[src/rtl/da_fir_pkg.sv]
package da_fir_pkg;

    parameter int TAPS    = 9;
    parameter int DW      = 8;
    parameter int LO_BITS = 5;
    localparam int HI_BITS = TAPS - LO_BITS;
    localparam int CNT_W   = $clog2(DW);
    localparam int LUT_W   = 10 + $clog2(TAPS);
    localparam int ACC_W   = DW + LUT_W;

    typedef enum logic { SET_LOW = 1'b0, SET_HIGH = 1'b1 } coef_set_e;

    typedef logic signed [DW-1:0]    sample_t;
    typedef logic signed [LUT_W-1:0] lut_t;
    typedef logic signed [ACC_W-1:0] acc_t;

    typedef struct packed {
        logic             busy;
        logic [CNT_W-1:0] bit_idx;
        coef_set_e        set;
    } ctrl_t;

    // symmetric low-pass prototype; high-pass negates odd taps
    function automatic int coef_val(coef_set_e s, int k);
        int d;
        int base;
        d = (k > TAPS / 2) ? (TAPS - 1 - k) : k;
        case (d)
            0:       base = 3;
            1:       base = 10;
            2:       base = 26;
            3:       base = 44;
            default: base = 52;
        endcase
        if (s == SET_HIGH && (k % 2) == 1) base = -base;
        return base;
    endfunction

    function automatic lut_t lut_sum(coef_set_e s, int first, int nb, int addr);
        int acc;
        acc = 0;
        for (int i = 0; i < nb; i++)
            if (((addr >> i) & 1) != 0) acc += coef_val(s, first + i);
        return lut_t'(acc);
    endfunction

    function automatic int coef_abs_total(coef_set_e s);
        int t;
        t = 0;
        for (int k = 0; k < TAPS; k++) begin
            if (coef_val(s, k) < 0) t -= coef_val(s, k);
            else                    t += coef_val(s, k);
        end
        return t;
    endfunction

    localparam int PEAK = (2 ** (DW - 1)) * coef_abs_total(SET_LOW);

endpackage

[src/rtl/da_tap_store.sv]
module da_tap_store
    import da_fir_pkg::*;
(
    input  logic            clk,
    input  logic            rst,
    input  logic            load,
    input  logic            shift,
    input  sample_t         din,
    output logic [TAPS-1:0] slice
);
    sample_t         hist_q [TAPS];
    logic [DW-1:0]   work_q [TAPS];

    always_ff @(posedge clk) begin
        if (rst) begin
            for (int k = 0; k < TAPS; k++) begin
                hist_q[k] <= '0;
                work_q[k] <= '0;
            end
        end else if (load) begin
            hist_q[0] <= din;
            work_q[0] <= din;
            for (int k = 1; k < TAPS; k++) begin
                hist_q[k] <= hist_q[k-1];
                work_q[k] <= hist_q[k-1];
            end
        end else if (shift) begin
            for (int k = 0; k < TAPS; k++)
                work_q[k] <= work_q[k] >> 1;
        end
    end

    for (genvar k = 0; k < TAPS; k++) begin : g_slice
        assign slice[k] = work_q[k][0];
    end

endmodule

[src/rtl/da_rom.sv]
module da_rom
    import da_fir_pkg::*;
#(
    parameter int FIRST = 0,
    parameter int NB    = 5
) (
    input  coef_set_e     set,
    input  logic [NB-1:0] addr,
    output lut_t          word
);
    lut_t tab [2][2**NB];

    for (genvar s = 0; s < 2; s++) begin : g_set
        for (genvar a = 0; a < 2**NB; a++) begin : g_word
            assign tab[s][a] = lut_sum(coef_set_e'(s), FIRST, NB, a);
        end
    end

    assign word = tab[set][addr];

endmodule

[src/rtl/da_scale_acc.sv]
module da_scale_acc
    import da_fir_pkg::*;
(
    input  logic             clk,
    input  logic             rst,
    input  logic             start,
    input  logic             step,
    input  logic [CNT_W-1:0] bit_idx,
    input  lut_t             term,
    output logic             y_valid,
    output acc_t             y
);
    acc_t acc_q;
    acc_t ext;
    acc_t weighted;
    acc_t nxt;
    logic last;

    always_comb begin
        ext      = {{(ACC_W-LUT_W){term[LUT_W-1]}}, term};
        weighted = ext <<< bit_idx;
        last     = (bit_idx == CNT_W'(DW - 1));
        nxt      = last ? (acc_q - weighted) : (acc_q + weighted);
    end

    always_ff @(posedge clk) begin
        if (rst) begin
            acc_q   <= '0;
            y       <= '0;
            y_valid <= 1'b0;
        end else begin
            y_valid <= 1'b0;
            if (start) begin
                acc_q <= '0;
            end else if (step) begin
                acc_q <= nxt;
                if (last) begin
                    y       <= nxt;
                    y_valid <= 1'b1;
                end
            end
        end
    end

endmodule

[src/rtl/da_fir9.sv]
module da_fir9
    import da_fir_pkg::*;
(
    input  logic             clk,
    input  logic             rst,
    input  logic             in_valid,
    input  logic [DW-1:0]    in_sample,
    input  logic             hp_sel,
    output logic             out_valid,
    output logic [ACC_W-1:0] out_y
);
    ctrl_t           ctrl_q;
    logic            accept;
    logic            busy_w;
    logic [TAPS-1:0] slice;
    lut_t            lo_word;
    lut_t            hi_word;
    lut_t            term;
    acc_t            y_w;

    assign busy_w = ctrl_q.busy;
    assign accept = in_valid && !ctrl_q.busy;

    always_ff @(posedge clk) begin
        if (rst) begin
            ctrl_q <= '{busy: 1'b0, bit_idx: '0, set: SET_LOW};
        end else if (accept) begin
            ctrl_q <= '{busy: 1'b1, bit_idx: '0, set: coef_set_e'(hp_sel)};
        end else if (ctrl_q.busy) begin
            if (ctrl_q.bit_idx == CNT_W'(DW - 1)) ctrl_q.busy <= 1'b0;
            else                                 ctrl_q.bit_idx <= ctrl_q.bit_idx + 1'b1;
        end
    end

    da_tap_store u_taps (
        .clk   (clk),
        .rst   (rst),
        .load  (accept),
        .shift (ctrl_q.busy),
        .din   (sample_t'(in_sample)),
        .slice (slice)
    );

    da_rom #(.FIRST(0), .NB(LO_BITS)) u_rom_lo (
        .set  (ctrl_q.set),
        .addr (slice[LO_BITS-1:0]),
        .word (lo_word)
    );

    da_rom #(.FIRST(LO_BITS), .NB(HI_BITS)) u_rom_hi (
        .set  (ctrl_q.set),
        .addr (slice[TAPS-1:LO_BITS]),
        .word (hi_word)
    );

    assign term = lo_word + hi_word;

    da_scale_acc u_acc (
        .clk     (clk),
        .rst     (rst),
        .start   (accept),
        .step    (ctrl_q.busy),
        .bit_idx (ctrl_q.bit_idx),
        .term    (term),
        .y_valid (out_valid),
        .y       (y_w)
    );

    assign out_y = y_w;

endmodule

[config.mk]
export PLATFORM = sky130hd
export DESIGN_NAME = da_fir9
export DESIGN_NICKNAME = d
export VERILOG_FILES = /design/src/rtl/da_fir_pkg.sv /design/src/rtl/da_tap_store.sv /design/src/rtl/da_rom.sv /design/src/rtl/da_scale_acc.sv /design/src/rtl/da_fir9.sv
export SDC_FILE = /design/constraint.sdc
export NUM_CORES = 1
export LEC_CHECK = 0
export ABC_AREA = 1
export BUFFER_PORTS_ARGS = -buffer_cell sky130_fd_sc_hd__clkbuf_2
export CORE_MARGIN = 1.5
export CORE_UTILIZATION = 55
export CTS_BUF_LIST = sky130_fd_sc_hd__clkbuf_8
export DETAILED_ROUTE_END_ITERATION = 6
export PLACE_DENSITY_LB_ADDON = 0.05
export SLEW_MARGIN = 30
export SYNTH_ARGS = -nofsm -noshare
export SYNTH_HDL_FRONTEND = slang
export SYNTH_SLANG_ARGS = --single-unit
[constraint.sdc]
create_clock -name clk -period 5.05 [get_ports clk]
set_input_delay 1.2625 -clock clk [delete_from_list [all_inputs] [get_ports clk]]
set_output_delay 1.2625 -clock clk [all_outputs]
set_load 0.01 [all_outputs]
==> impl_metrics.toml, run 1 <==
[outcome]
status = "complete, no violations"

[synthesis]
yosysMostFrequentCell = "nand2_1"
ys_async_sr_fraction_pct = 0
yosysUniqueCellTypes = 48
synth_top_area_share_pct = 39.6
synthTopCellsByArea = "edfxtp_1 40%, dfxtp_1 9.7%, nand2_1 8.6%"
syn-cell-area_um2 = 10300
syn_avg_cell_area_um2 = 8.60
synth_seq_area_share_pct = 49.3
synth_top_cell_by_area = "edfxtp_1"
synth-seq-cells = 186
ys.flop_type = "edfxtp_1"
synth-edff-count = 136
synthTopCellsByCount = "235 x nand2_1, 164 x inv_1, 136 x edfxtp_1"
syn_nets = 1259
syn_inst = 1198
synth-warning-count = 0

[power_and_ir_drop]
ir_worst_vdd_v = 0.000269
power_per_cell_area_nw_per_um2 = 478
cellLeakagePower_uw = 0.00557

[critical_path]
worstPathMaxFanout = 6
critical_path_class = "reg -> reg"
timing.rr.start = "u_taps.work_q[0][8]"
max_stage_delay_ns = 0.46
cp.arrival_ns = 5.41
startpoint = "u_taps.work_q[0][8]"
critPathCapture = "u_acc.y[20]"
worst-path-stages = 30
r2r_cells = 30
crit_slowest_cell = "edfxtp_1"
worstSetupStartpointType = "flip-flop"
r2r-end = "u_acc.y[20]"
crit_family = "compound AO/OA/AOI/OAI gates"
end_kind = "flip-flop"
critical_path_required_ns = 5.47
critPathMostFrequentCell = "nand3_2"
reg2reg_setup_slack_ns = 0.05
path_buf_inv = 3

[drt]
vias = 8203
dr.first_iter.drc_count = 516
drt_pass1_iterations = 5
routedWlPerCell_um = 14.4
ant_nets = 0
drt_wl_total_um = 22400
drc = 0
viasPerCell = 5.29

[placed_design]
dp_hpwl_um = 14500
io_buffers = 34
gp_congestion = 0.892
dp_cells = 1493

[die]
core_area_um2 = 18100
start_util_pct = 56.8
die_area_um2 = 19600
rows = 49
die_y_um = 140
die_w_um = 140
io_pins = 35

[sta]
min_period_ns = 5.00
min_period_over_period_pct = 98.9
setup_violations = 0
fmax_mhz = 200
tightest_slew_ns = 0.882
relSlewSlack_pct = 41.2
finalHoldViolCount = 0
skew_ns = 0.0212
rsz0062_at_grt = "true"
maxSlewViolCount = 0

[grt]
grt_pass1_wl_um = 36500
track_usage_pct = 22.9
grt_pass1_vias = 7757
antenna_found_initial = 0
grt_max_degree = 74
grt_overflow = 0

[job]
maxCapViolCount = 0

[cts]
numCtsBuffers = 17
path_clk_slew_ns = 0.10
cts_max_level = 4
cts_buffer_depth = 2
clockRootBuffer = "clkbuf_8"
tritoncts = "done"
clock-sinks = 186
clock_latency_ns = 0.47
cts-hold-fix-buffers = 0

[worst_hold_path]
holdCritStartpoint = "u_acc.acc_q[18]"
hold_path.class = "reg -> reg"

[finish]
antennaDiodeCount = 0
stdcell_count = 1552
utilization_pct = 69.3
area_growth_pct = 22.0
final_nets = 1371
drive_above_1_share_pct = 27.4
[tightest hold or removal path, cell delays in order (launching register included)]
cell	delay, ns
dfxtp_1	0.33
nand2_1	0.06
o21ai_1	0.05
[cells in the final DEF, fill, tap and decap left out, drive strengths merged, types with 2 or more instances in the layout]
cell type	instances
nand3	83
o22ai	2
a21oi	49
a31oi	6
nand4	4
ha	47
o211ai	24
nand2	257
nor2	133
a32o	7
nor3	6
edfxtp	136
inv	178
or2	3
xnor2	13
a221oi	3
clkbuf	51
clkinv	10
a21o	2
o21bai	5
dfxtp	50
buf	103
fa	2
xor2	27
o21ai	110
[where the power goes]
group          switching (uW)  leakage, uW  internal [uW]  total (uW)
logic                    1800      0.00346           1320        3120
registers                82.4      0.00190           1820        1900
clock network             613     0.000204            377         990
[cells by family (layout without fill, tap and decap cells)]
family / Yosys count / after routing / synth area share [%]
buffers and inverters: 218 / 343 / 8.06
adders and majority gates: 49 / 49 / 6.10
DFF: 186 / 186 / 49.3
AOI/OAI and AO/OA: 215 / 215 / 12.2
and+or+nand+nor: 490 / 490 / 20.9
xor gates and xnor gates: 40 / 40 / 3.40
[registers in the layout, summed over array words and instances (netlist names)]
signal,cells
u_taps.hist_q,64
busy_w,1
u_taps.work_q,72
u_acc.acc_q,22
ctrl_q,4
u_acc.y,22
u_acc.y_valid,1
[area by class of cell]
class	count	area, um2
multi-input cells	794	5160
flip-flops and latches	186	5090
repair buffers	137	977
well taps	229	287
fillers	1465	5580
clock buffers	17	234
clock inverters	15	166
inverters	174	662
[what timing repair did]
item | in CTS | in global routing
setup buffers | 2 | 26
endpoints found under the setup margin | 9 | 25
gates resized for setup | 5 | 175
pin swaps | 4 | 78
hold endpoints to repair | 0 | 0
[per-layer routing]
metal	routed length (um)	vias to the layer above	track usage, %	share of wire, %
met2	10900	116	37.9	49
met3	660	20	3.51	2.9
met1	10600	3870	31.8	47
met5	0	-	0	0
li1	-	4197	-	-
met4	228	0	5.48	1.0
[how the worst min path moves through the flow]
stage,end,cells past startpoint
final,u_acc.acc_q[18],2
after CTS,u_acc.acc_q[2],2
after detailed placement,u_acc.acc_q[2],2
after global routing,u_acc.acc_q[2],2
after floorplan,u_acc.acc_q[17],2
after global placement,u_acc.acc_q[2],2
[per-stage QoR]
stage | hold WS [ns] | total power (uW) | setup TNS [ns] | instance area [um2] | setup slack, ns
global route | 0.509 | 6430 | -1.61 | 12600 | -0.242
floorplan | 0.432 | 3620 | 0 | 10300 | 0.205
CTS | 0.478 | 5420 | 0 | 11600 | 0.0127
finish | 0.474 | 6010 | 0 | 12600 | 0.0545
detailed placement | 0.453 | 4400 | -0.469 | 11200 | -0.139
global placement | 0.448 | 4400 | -0.200 | 11200 | -0.107
(Power assumes the default switching activity.)
==> inputs of run 2 (changes only) <==
- CELL_PAD_IN_SITES_DETAIL_PLACEMENT: default -> 1
- CELL_PAD_IN_SITES_GLOBAL_PLACEMENT: default -> 2
- CORE_UTILIZATION: 55 -> 36
==> impl_metrics.toml, run 2 (synthesis results as in run 1) <==
[sta]
finalHoldViolCount = 0
skew_ns = 0.0208
min_period_over_period_pct = 99.5
whs_ns = 0.474
fmax_mhz = 199
relSlewSlack_pct = 38.6
maxSlewViolCount = 0
tns_ns = 0
setup_violations = 0
rsz0062_at_grt = "true"
tightest_slew_ns = 0.920
min_period_ns = 5.03

[placed_design]
dp_hpwl_um = 18700
gp_congestion = 0.824
post_dp_cell_area_um2 = 11800
io_buffers = 34

[critical_path]
max_stage_delay_ns = 0.44
critical_path_class = "reg -> reg"
r2r_cells = 34
crit_slowest_cell = "edfxtp_1"
reg2reg_setup_slack_ns = 0.02
worstSetupStartpointType = "flip-flop"
timing.rr.start = "u_taps.work_q[0][8]"
critical_path_required_ns = 5.46
cp.arrival_ns = 5.43
critPathMostFrequentCell = "nand2_4"
r2r-end = "u_acc.acc_q[19]"
end_kind = "flip-flop"
worstPathMaxFanout = 6

[power_and_ir_drop]
seqPwrFrac_pct = 28.4
p_clk_share_pct = 15.0
p_int_uw = 3940
power.switching_uw = 2760
power_uw = 6710
power_per_cell_area_nw_per_um2 = 489
cellLeakagePower_uw = 0.00596
p_comb_share_pct = 56.6
power_switching_share_pct = 41.2
ir_worst_vdd_v = 0.000190

[finish]
final_common_cell = "nand2_1"
largest_register = "u_taps.work_q"
layout_common_cells = "198 x nand2_1, 158 x buf_4, 151 x inv_1"
reg_top3 = "u_taps.work_q x72, u_taps.hist_q x64"
drive_above_1_share_pct = 35.5
final_nets = 1437
final_cell_area_um2 = 13700
largest_reg_flops = 72
area_growth_pct = 33.1
utilization_pct = 49.0

[worst_hold_path]
holdPathStages = 2
hold_path.class = "reg -> reg"
holdCritStartpoint = "u_acc.acc_q[18]"
min_to = "u_acc.acc_q[18]"

[die]
io_pins = 35
core_area_um2 = 28000
die_area_um2 = 29600
start_util_pct = 36.8
die_w_um = 172
rows = 61
die_y_um = 172

[grt]
grt_pass1_wl_um = 43500
grt_pass1_vias = 8917
grt_max_degree = 74
antenna_found_initial = 0
track_usage_pct = 18.6
grt_overflow = 0

[drt]
vias = 8578
ant_nets = 0
drt_wl_total_um = 27000
viasPerCell = 4.85
routedWlPerCell_um = 15.3
dr.first_iter.drc_count = 387
drc = 0
drt_pass1_iterations = 4

[outcome]
status = "complete, no violations"

[cts]
cts-hold-fix-buffers = 0
clock_latency_ns = 0.47
numCtsBuffers = 17
cts_buffer_depth = 2
clock-sinks = 186
cts_max_level = 4
clockRootBuffer = "clkbuf_8"
tritoncts = "done"
path_clk_slew_ns = 0.11

[job]
maxCapViolCount = 0
run 2: cell types whose count changed in the layout (fill, tap and decap cells not counted), sizes merged:
cell      change
buf          +66
bufinv        +1
clkinvlp      +2
diode         +1
inv           -3
run 2: metal layers:
layer	vias up	wire length [um]	GRT usage, %
li1	4328	-	-
met3	20	523	3.16
met4	0	330	4.35
met5	-	0	0
met1	4178	12600	23.9
met2	52	13600	32.7
run 2: layout make-up:
type | count | area, um2
clock buffer | 17 | 234
inverter | 174 | 668
clock inverter | 15 | 160
fill | 3265 | 14300
timing repair buffer | 203 | 1490
multi-input combinational | 794 | 5600
antenna | 1 | 2.50
tap | 378 | 473
sequential | 186 | 5090
run 2: worst max-delay path, delay by kind of cell (launching register included):
kind | cells | cell delay [ns]
adder cells (fa/ha/maj) | 3 | 0.79
XOR/XNOR | 1 | 0.17
flip-flops | 1 | 0.44
buffers and inverters | 5 | 0.59
AND/OR/NAND/NOR | 16 | 1.62
AO/OA/AOI/OAI | 9 | 1.36
run 2: how the worst max path moves through the flow:
stage / from / to / slack, ns / cells after the start
finish: u_taps.work_q[0][8] / u_acc.acc_q[19] / 0.02 / 34
global route: u_taps.work_q[0][8] / u_acc.acc_q[21] / -0.29 / 35
CTS: ctrl_q[0] / u_acc.acc_q[19] / 0.01 / 36
detailed placement: u_taps.work_q[2][8] / u_acc.y[20] / -0.27 / 33
global placement: u_taps.work_q[0][8] / u_acc.y[20] / -0.20 / 34
floorplan: u_taps.work_q[0][8] / u_acc.y[19] / 0.21 / 31
run 2: timing repair:
item	in CTS	in global routing
setup buffers	15	21
gates resized for setup	82	196
pin swaps	37	97
endpoints found under the hold margin	0	0
endpoints found under the setup margin	19	28
run 2: power groups by stage:
| stage | clock (uW) | sequential, uW | combinational, uW |
|---|---|---|---|
| detailed placement | 0 | 1930 | 2870 |
| finish | 1010 | 1900 | 3800 |
| global placement | 0 | 1930 | 2850 |
| floorplan | 0 | 1900 | 1710 |
| global route | 1100 | 1920 | 4190 |
| CTS | 1050 | 1900 | 3150 |
run 2: through the flow:
stage,setup WS (ns),std cells
floorplan,0.205,1198
global placement,-0.203,1701
detailed placement,-0.265,1701
CTS,0.00992,1746
global route,-0.288,1767
finish,0.0229,1768
